**config.mk**
```make
export PLATFORM = sky130hd
export DESIGN_NAME = rld_timer
export DESIGN_NICKNAME = d
export VERILOG_FILES = /design/src/rtl/rld_timer.sv
export SDC_FILE = /design/constraint.sdc
export NUM_CORES = 1
export LEC_CHECK = 0
export BUFFER_PORTS_ARGS = -buffer_cell sky130_fd_sc_hd__buf_2
export CAP_MARGIN = 20
export CORE_MARGIN = 2
export CORE_UTILIZATION = 30
export CTS_CLUSTER_DIAMETER = 200
export DETAILED_ROUTE_END_ITERATION = 7
export GPL_TIMING_DRIVEN = 1
export SETUP_SLACK_MARGIN = 0.1
export SYNTH_ARGS = -nofsm -noshare
export SYNTH_HDL_FRONTEND = slang
export SYNTH_SLANG_ARGS = --single-unit
export TNS_END_PERCENT = 10
```
**constraint.sdc**
```tcl
create_clock -name clk -period 2.6 [get_ports clk]
set_clock_uncertainty 0.2 [all_clocks]
set_input_delay 0.26 -clock clk [delete_from_list [all_inputs] [get_ports clk]]
set_output_delay 0.26 -clock clk [all_outputs]
set_load 0.03 [all_outputs]
```
**src/rtl/rld_timer.sv**
```systemverilog
`timescale 1ns/1ps
module rld_timer #(
  parameter int W        = 16,
  parameter int PRESCALE = 16
) (
  input  logic         clk,
  input  logic         rst_n,
  input  logic         we,
  input  logic [1:0]   addr,
  input  logic [W-1:0] wdata,
  output logic [W-1:0] rdata,
  input  logic         ext_pin,
  output logic         irq_uf,
  output logic         irq_edge
);
  localparam int PW = (PRESCALE > 1) ? $clog2(PRESCALE) : 1;

  logic [W-1:0]  latch_q, cnt_q, cap_q;
  logic [1:0]    mode_q;
  logic          edge_q, stop_q;
  logic [PW-1:0] pre_q;
  logic [2:0]    sync_q;
  logic          irq_uf_q, irq_edge_q;

  logic rise, fall, valid_edge, evt_edge, tick, pulse, meas_hit, uf;
  logic wr_latch, wr_ctrl;

  assign rise       = sync_q[1] & ~sync_q[2];
  assign fall       = ~sync_q[1] & sync_q[2];
  assign valid_edge = (mode_q == 2'b11) ? (rise | fall) : (edge_q ? rise : fall);
  assign evt_edge   = edge_q ? fall : rise;
  assign tick       = (pre_q == PW'(PRESCALE - 1));
  assign pulse      = !stop_q && ((mode_q == 2'b10) ? evt_edge : tick);
  assign meas_hit   = !stop_q && mode_q[0] && valid_edge;
  assign uf         = pulse && (cnt_q == '0) && !meas_hit;
  assign wr_latch   = we && (addr == 2'd0);
  assign wr_ctrl    = we && (addr == 2'd1);

  always_ff @(posedge clk or negedge rst_n) begin
    if (!rst_n) sync_q <= '0;
    else        sync_q <= {sync_q[1:0], ext_pin};
  end

  always_ff @(posedge clk or negedge rst_n) begin
    if (!rst_n)             pre_q <= '0;
    else if (stop_q || tick) pre_q <= '0;
    else                    pre_q <= pre_q + 1'b1;
  end

  always_ff @(posedge clk or negedge rst_n) begin
    if (!rst_n) begin
      mode_q <= 2'b00;
      edge_q <= 1'b0;
      stop_q <= 1'b0;
    end else if (wr_ctrl) begin
      mode_q <= wdata[5:4];
      edge_q <= wdata[6];
      stop_q <= wdata[7];
    end
  end

  always_ff @(posedge clk or negedge rst_n) begin
    if (!rst_n)        latch_q <= '1;
    else if (wr_latch) latch_q <= wdata;
  end

  always_ff @(posedge clk or negedge rst_n) begin
    if (!rst_n)                  cnt_q <= '1;
    else if (wr_latch && stop_q) cnt_q <= wdata;
    else if (meas_hit)           cnt_q <= latch_q;
    else if (pulse)              cnt_q <= (cnt_q == '0) ? latch_q : cnt_q - 1'b1;
  end

  always_ff @(posedge clk or negedge rst_n) begin
    if (!rst_n)        cap_q <= '0;
    else if (meas_hit) cap_q <= cnt_q;
  end

  always_ff @(posedge clk or negedge rst_n) begin
    if (!rst_n) begin
      irq_uf_q   <= 1'b0;
      irq_edge_q <= 1'b0;
    end else begin
      irq_uf_q   <= uf;
      irq_edge_q <= valid_edge;
    end
  end

  assign irq_uf   = irq_uf_q;
  assign irq_edge = irq_edge_q;

  always_comb begin
    rdata = '0;
    case (addr)
      2'd0: rdata = cnt_q;
      2'd1: begin
        rdata[5:4] = mode_q;
        rdata[6]   = edge_q;
        rdata[7]   = stop_q;
      end
      2'd2: rdata = cap_q;
      default: rdata = latch_q;
    endcase
  end
endmodule


```
==> results of run 1 <==
worst max path at each step:
stage / cells past startpoint / end
floorplan: 9 / cnt_q[8]$_DFFE_PN1P_
global placement: 8 / cnt_q[13]$_DFFE_PN1P_
detailed placement: 8 / cnt_q[13]$_DFFE_PN1P_
CTS: 8 / cnt_q[13]$_DFFE_PN1P_
global route: 8 / cnt_q[13]$_DFFE_PN1P_
finish: 8 / cnt_q[13]$_DFFE_PN1P_
layout by cell type (no fill, tap or decap), types with 2 or more instances in the layout:
cell type	netlist	layout
xor2_1	2	2
nor2_1	4	4
mux4_2	4	4
xnor2_1	12	12
a22oi_1	8	8
a21boi_0	2	2
nand3b_1	2	2
mux2_2	36	36
buf_2	11	39
mux2i_1	21	21
buf_4	1	14
ha_1	5	5
and3_1	2	2
o21ai_0	2	2
o21ai_1	7	7
o211ai_1	2	2
nor2_2	2	2
nand4_1	3	3
mux2_1	5	5
dlygate4sd3_1	0	18
dfstp_2	32	32
nand2_1	63	63
nor3b_1	2	2
dfrtp_1	29	29
clkbuf_16	0	9
nor4_2	2	2
nand3_1	3	3
nand4b_1	2	2
a21oi_1	3	3
a22o_1	12	12
inv_1	7	7
o221ai_1	7	7
nor3_1	5	5
clkbuf_8	0	5
timing repair:
item                      4_1_cts  5_1_grt
hold endpoints to repair       29        0
gates resized for setup         0        0
hold buffers                   18        0
sequential cells by signal (all words and copies together) (netlist names):
name      cells
latch_q      16
edge_q        1
irq_edge      1
cap_q        16
sync_q        3
mode_q        2
cnt_q        16
stop_q        1
irq_uf        1
pre_q         4
cell type report:
class / instances / area share, %
tap: 143 / 4.02
clock inverter: 2 / 0.844
sequential: 61 / 35.2
multi-input combinational: 234 / 41.4
timing repair buffer: 72 / 11.3
clock buffer: 14 / 6.61
inverter: 7 / 0.591
power by group through the flow:
stage	clock network, mW	registers, mW	logic (mW)
2_1_floorplan	0	1.53	1.41
3_3_place_gp	0	1.73	1.57
3_5_place_dp	0	1.76	1.60
4_1_cts	1.32	1.74	1.63
5_1_grt	1.36	1.80	1.80
6_report	1.28	1.74	1.61
layer usage:
layer / track usage, % / routed length, um / vias to the layer above
li1: - / - / 1294
met1: 19.8 / 4150 / 1348
met2: 24.1 / 4250 / 40
met3: 4.12 / 340 / 7
met4: 3.25 / 80 / 0
met5: 0 / 0 / -
stage by stage:
step	power, mW	worst slack (ps)	std cells	util [%]
final	4.63	329	533	38.6
after global routing	4.96	181	533	38.6
after CTS	4.69	341	533	38.6
after detailed placement	3.35	350	499	34.2
after global placement	3.30	458	499	34.2
after floorplan	2.94	540	328	-
worst max-delay path, cell delays in order (launching register included):
cell and delay, ps:
dfrtp_1 380, inv_1 60, ha_1 210, mux2_4 280
o211ai_2 270, and3_1 370, buf_4 230, a22oi_1 100
o21ai_1 100
kinds of logic (layout without fill, tap and decap cells):
kind of cell,after synthesis,in the layout,synth area share (%)
AO/OA/AOI/OAI,49,49,10.4
multiplexers,67,67,21.7
buffers and inverters,33,95,4.82
flip-flops,61,61,43.7
XOR/XNOR,14,14,3.42
AND/OR/NAND/NOR,99,99,14.2
adder cells (fa/ha/maj),5,5,1.75
==> impl_table.tex, run 1 <==
\begin{tabular}{lr}
\hline
Metric & Value \\
\hline
\multicolumn{2}{l}{\textbf{Status}} \\
Run status & finished with violations \\
Failing checks & design-rule violations \\
\multicolumn{2}{l}{\textbf{Finish}} \\
Filler Cell Count & 1127 \\
Relative area change from synthesis to final layout & 24.1\% \\
Post-layout instance area & 0.00445 mm2 \\
Share of cells above drive strength 1 & 39.2\% \\
Layout Nets & 412 \\
Footprint of the flip-flops and latches & 0.00157 mm2 \\
Final antenna diode count & 0 \\
Multi-input logic area & 0.00184 mm2 \\
\multicolumn{2}{l}{\textbf{Clock tree}} \\
H-Tree Level Count & 3 \\
Clock Pin Slew Worst Setup and Hold Paths & 50 ps \\
Buffers from clock root to sink, at most & 2 \\
Clock buffers created by TritonCTS & 9 \\
Number of buffers inserted by post-CTS setup repair & 0 \\
Clock Root Buffer & clkbuf\_16 \\
Insertion delay of the later-clocked pin in the worst-skew pair & 330 ps \\
Number of sinks driven by the clock tree & 61 \\
CTS tree & done \\
\multicolumn{2}{l}{\textbf{Logic synthesis}} \\
FFs w/ async S/R, synth & 100\% \\
Mapped Nets & 355 \\
Top post-synthesis cells by area & dfstp\_2 23\%, dfrtp\_1 20\%, mux2\_2 11\% \\
Sequential fraction of the synthesis area & 43.7\% \\
Yosys warning total & 0 \\
Most frequent cells after synthesis & 63 x nand2\_1, 36 x mux2\_2, 32 x dfstp\_2, 29 x dfrtp\_1, 21 x mux2i\_1 \\
Synth Register Bits & 61 \\
Library cell with the highest instance count after synthesis & nand2\_1 \\
Mapped Cells & 328 \\
Portion of synthesized cell area occupied by the leading cell type & 23.5\% \\
Yosys top cell by area & dfstp\_2 \\
Synthesized area divided by synthesized cell count & 10.9 um2 \\
Most used DFF post-synth & dfstp\_2 \\
Cell area after synthesis & 0.00358 mm2 \\
Count of flip-flops with a built-in enable after synthesis & 0 \\
Count of different cell masters after synthesis & 51 \\
\multicolumn{2}{l}{\textbf{Place}} \\
Last weighted congestion value of the routability-driven placer & 0.797 \\
HPWL after detailed placement & 6230 um \\
Placed Area & 0.00393 mm2 \\
I/O Buffers & 39 \\
\multicolumn{2}{l}{\textbf{Pwr}} \\
Net load switching power & 1.59 mW \\
Power per cell area & 1040 mW/mm2 \\
Sequential power share & 37.6\% \\
Internal Dissipation & 3.04 mW \\
Share of power burned in combinational logic & 34.8\% \\
Leakage & 2.00 nW \\
Clock Power Share & 27.6\% \\
Worst IR Drop VDD & 402 uV \\
Fraction of power spent switching nets & 34.4\% \\
\multicolumn{2}{l}{\textbf{Route}} \\
Detailed Route Iter0 Violations & 112 \\
Residual DRC count & 3 \\
Wirelength, routed & 8820 um \\
First-pass detailed-route iteration total & 7 \\
Post-detailed-route via-to-cell ratio & 5.05 \\
WL/cell & 16.6 um \\
Via total after detailed routing & 2689 \\
Number of antenna-violating nets in the routed design & 0 \\
\multicolumn{2}{l}{\textbf{Min path}} \\
Kind of path behind the tightest hold check & reg2reg \\
Startpoint of the most critical hold path & sync\_q[0]\$\_DFF\_PN0\_ \\
End point of the most critical hold path & sync\_q[1]\$\_DFF\_PN0\_ \\
Hold path depth & 0 \\
\multicolumn{2}{l}{\textbf{Global route}} \\
Number of antenna violations at the first check in global routing & 0 \\
First-pass GRT wire length & 15000 um \\
Congestion Overflow GR & 0 \\
Number of global-route vias before repair & 2830 \\
GRT Resource Usage Total & 14.8\% \\
Largest net degree at the start of global routing & 34 \\
\multicolumn{2}{l}{\textbf{Worst setup path}} \\
Worst reg-to-reg path cell count & 8 \\
Reg-to-Reg End & cnt\_q[13]\$\_DFFE\_PN1P\_ \\
Required time of the worst setup path & 2650 ps \\
FF-to-FF setup slack & 330 ps \\
Critical Path Start Type & register \\
Critical path launch point & sync\_q[1]\$\_DFF\_PN0\_ \\
Biggest fanout along the worst timing path & 9 \\
Startpoint of the worst register-to-register path & sync\_q[1]\$\_DFF\_PN0\_ \\
Worst setup EP type & register \\
Critical Setup Path Class & reg2reg \\
Data arrival time of the worst path & 2320 ps \\
\multicolumn{2}{l}{\textbf{STA}} \\
Finish-stage setup viols & 0 \\
RSZ-0062 raised after global routing & false \\
Headroom to the max-slew limit & 52.8\% \\
Final worst-path cycle share & 87.4\% \\
Worst hold slack & 150 ps \\
Final Max Tran Viols & 0 \\
Pin slew with the least headroom to its limit & 708 ps \\
F\_max & 440 MHz \\
Summed negative setup slack over all endpoints & 0 ps \\
Clock period minus final worst setup slack & 2270 ps \\
Final-report hold violation count & 0 \\
\multicolumn{2}{l}{\textbf{Floorplanning}} \\
Height of the chip & 113 um \\
Core Area & 0.0115 mm2 \\
Initial cell density of the core & 31.1\% \\
Die Outline Area & 0.0128 mm2 \\
Total number of placement rows & 39 \\
Die outline width & 113 um \\
Number of ports placed on the die boundary & 40 \\
\multicolumn{2}{l}{\textbf{Job}} \\
Max-cap violation count & 0 \\
\hline
\end{tabular}
Note: power is estimated with default switching activity, not from simulation.
==> run 2, diff against run 1 <==
--- a/config.mk
+++ b/config.mk
@@ -12,7 +12,9 @@
 export CTS_CLUSTER_DIAMETER = 200
 export DETAILED_ROUTE_END_ITERATION = 7
 export GPL_TIMING_DRIVEN = 1
+export PLACE_DENSITY = 0.46
 export SETUP_SLACK_MARGIN = 0.1
+export SLEW_MARGIN = 15
 export SYNTH_ARGS = -nofsm -noshare
 export SYNTH_HDL_FRONTEND = slang
 export SYNTH_SLANG_ARGS = --single-unit
==> run 2 against run 1 <==
The flow still finishes with violations (design-rule violations); clock-buffer cell count shrank 2; first-iteration DRC count shrank 9.8%; setup slack gained 53 ps; utilization grew 0.16 points; highest routed layer unchanged.
==> impl_table.tex, run 2 (same netlist as run 1, synthesis figures left out) <==
\begin{tabular}{lr}
\hline
Metric & Value \\
\hline
\multicolumn{2}{l}{\textbf{Route}} \\
Residual DRC count & 1 \\
Wirelength, routed & 9030 um \\
Detailed Route Iter0 Violations & 101 \\
Post-detailed-route via-to-cell ratio & 4.98 \\
Number of antenna-violating nets in the routed design & 0 \\
WL/cell & 16.8 um \\
Via total after detailed routing & 2675 \\
First-pass detailed-route iteration total & 6 \\
\multicolumn{2}{l}{\textbf{Floorplanning}} \\
Die outline width & 113 um \\
Total number of placement rows & 39 \\
Core Area & 0.0115 mm2 \\
Height of the chip & 113 um \\
Die Outline Area & 0.0128 mm2 \\
Initial cell density of the core & 31.1\% \\
Number of ports placed on the die boundary & 40 \\
\multicolumn{2}{l}{\textbf{Clock tree}} \\
Number of sinks driven by the clock tree & 61 \\
Clock Root Buffer & clkbuf\_16 \\
Clock buffers created by TritonCTS & 9 \\
Clock Pin Slew Worst Setup and Hold Paths & 60 ps \\
H-Tree Level Count & 3 \\
Insertion delay of the later-clocked pin in the worst-skew pair & 330 ps \\
Buffers from clock root to sink, at most & 2 \\
CTS tree & done \\
Number of buffers inserted by post-CTS setup repair & 0 \\
\multicolumn{2}{l}{\textbf{STA}} \\
Final Max Tran Viols & 0 \\
Pin slew with the least headroom to its limit & 573 ps \\
Final-report hold violation count & 0 \\
Finish-stage setup viols & 0 \\
Worst hold slack & 153 ps \\
RSZ-0062 raised after global routing & false \\
Summed negative setup slack over all endpoints & 0 ps \\
Final worst-path cycle share & 85.3\% \\
Clock period minus final worst setup slack & 2220 ps \\
Headroom to the max-slew limit & 61.8\% \\
F\_max & 451 MHz \\
\multicolumn{2}{l}{\textbf{Global route}} \\
Congestion Overflow GR & 0 \\
First-pass GRT wire length & 15000 um \\
Number of antenna violations at the first check in global routing & 0 \\
GRT Resource Usage Total & 15.2\% \\
Number of global-route vias before repair & 2771 \\
Largest net degree at the start of global routing & 41 \\
\multicolumn{2}{l}{\textbf{Worst setup path}} \\
Required time of the worst setup path & 2630 ps \\
Worst setup EP type & register \\
Data arrival time of the worst path & 2250 ps \\
Biggest fanout along the worst timing path & 6 \\
Reg-to-Reg End & cnt\_q[8]\$\_DFFE\_PN1P\_ \\
FF-to-FF setup slack & 380 ps \\
Worst reg-to-reg path cell count & 8 \\
Startpoint of the worst register-to-register path & cnt\_q[0]\$\_DFFE\_PN1P\_ \\
Critical Path Start Type & register \\
Critical Setup Path Class & reg2reg \\
\multicolumn{2}{l}{\textbf{Finish}} \\
Top library cells by usage in the layout, fill and taps aside & 63 x nand2\_1, 39 x buf\_2, 36 x mux2\_2 \\
Layout Nets & 416 \\
Final standard cell count with taps included and fillers excluded & 537 \\
Top flop regs & cap\_q: 16 flops, cnt\_q: 16 flops, latch\_q: 16 flops \\
Share of cells above drive strength 1 & 39.6\% \\
Relative area change from synthesis to final layout & 24.7\% \\
Post-layout instance area & 0.00446 mm2 \\
Final antenna diode count & 0 \\
Commonest non-fill, non-tap cell in the layout & nand2\_1 \\
\multicolumn{2}{l}{\textbf{Min path}} \\
Kind of path behind the tightest hold check & reg2reg \\
Startpoint of the most critical hold path & sync\_q[0]\$\_DFF\_PN0\_ \\
Hold path depth & 0 \\
End point of the most critical hold path & sync\_q[1]\$\_DFF\_PN0\_ \\
\multicolumn{2}{l}{\textbf{Job}} \\
Max-cap violation count & 0 \\
\multicolumn{2}{l}{\textbf{Status}} \\
Failing checks & design-rule violations \\
Run status & finished with violations \\
\multicolumn{2}{l}{\textbf{Place}} \\
Last weighted congestion value of the routability-driven placer & 0.747 \\
Placed insts & 503 \\
Placed Area & 0.00396 mm2 \\
I/O Buffers & 39 \\
HPWL after detailed placement & 6490 um \\
\multicolumn{2}{l}{\textbf{Pwr}} \\
Worst IR Drop VDD & 489 uV \\
Leakage & 2.01 nW \\
Power per cell area & 1040 mW/mm2 \\
Total Power Consumption & 4.64 mW \\
\hline
\end{tabular}
[run 2: changes by cell type in the layout (fill, tap and decap cells not counted)]
| cell | before | now |
|---|---|---|
| clkbuf_1 | 0 | 2 |
| bufinv_16 | 1 | 2 |
| o21a_2 | 0 | 1 |
| clkbuf_8 | 5 | 1 |
| buf_4 | 14 | 18 |
| o21a_1 | 1 | 0 |
| clkinv_2 | 0 | 1 |
[run 2: worst max path at each step]
stage                              start                   end  slack, ps  cells past startpoint
floorplan            sync_q[1]$_DFF_PN0_  cnt_q[8]$_DFFE_PN1P_        540                      9
global placement    cnt_q[0]$_DFFE_PN1P_  cnt_q[7]$_DFFE_PN1P_        370                      8
detailed placement   sync_q[1]$_DFF_PN0_  cnt_q[8]$_DFFE_PN1P_        300                      8
CTS                  sync_q[1]$_DFF_PN0_  cnt_q[8]$_DFFE_PN1P_        290                      8
global route         sync_q[1]$_DFF_PN0_  cnt_q[8]$_DFFE_PN1P_        190                      8
finish              cnt_q[0]$_DFFE_PN1P_  cnt_q[8]$_DFFE_PN1P_        380                      8
[run 2: power breakdown]
group,total [mW],internal [mW],switching [mW]
logic,1.63,0.822,0.805
clock network,1.28,0.863,0.412
registers,1.74,1.36,0.386
total,4.64,3.04,1.60
[run 2: critical path: stages, from the launching register on]
cell	delay (ps)
dfstp_2	590
inv_1	100
ha_1	200
nor4b_2	160
nand4_2	130
o21a_2	220
buf_4	200
mux2i_1	190
o221ai_1	130
[run 2: through the flow]
step	util (%)	worst slack [ps]
after floorplan	-	540
after global placement	34.4	366
after detailed placement	34.4	301
after CTS	38.8	286
after global routing	38.8	188
final	38.8	381
[run 2: layout make-up]
type,instances,area [um2]
tap,143,179
timing repair buffer,76,531
inverter,7,26.3
multi-input combinational,234,1840
clock buffer,12,246
sequential,61,1570
clock inverter,4,72.6
fill,1161,7050
[run 2: what timing repair did]
item	in CTS	in global routing
endpoints found under the hold margin	27	0
endpoints found under the setup margin	0	1
hold buffers	18	0
resized for setup	0	1
[run 2: layer usage]
layer / track usage [%] / share of wire, % / up-vias
met5: 0 / 0 / -
met4: 4.63 / 0.80 / 0
met3: 3.59 / 3.2 / 4
met2: 23.8 / 47 / 46
met1: 20.9 / 49 / 1325
li1: - / - / 1300
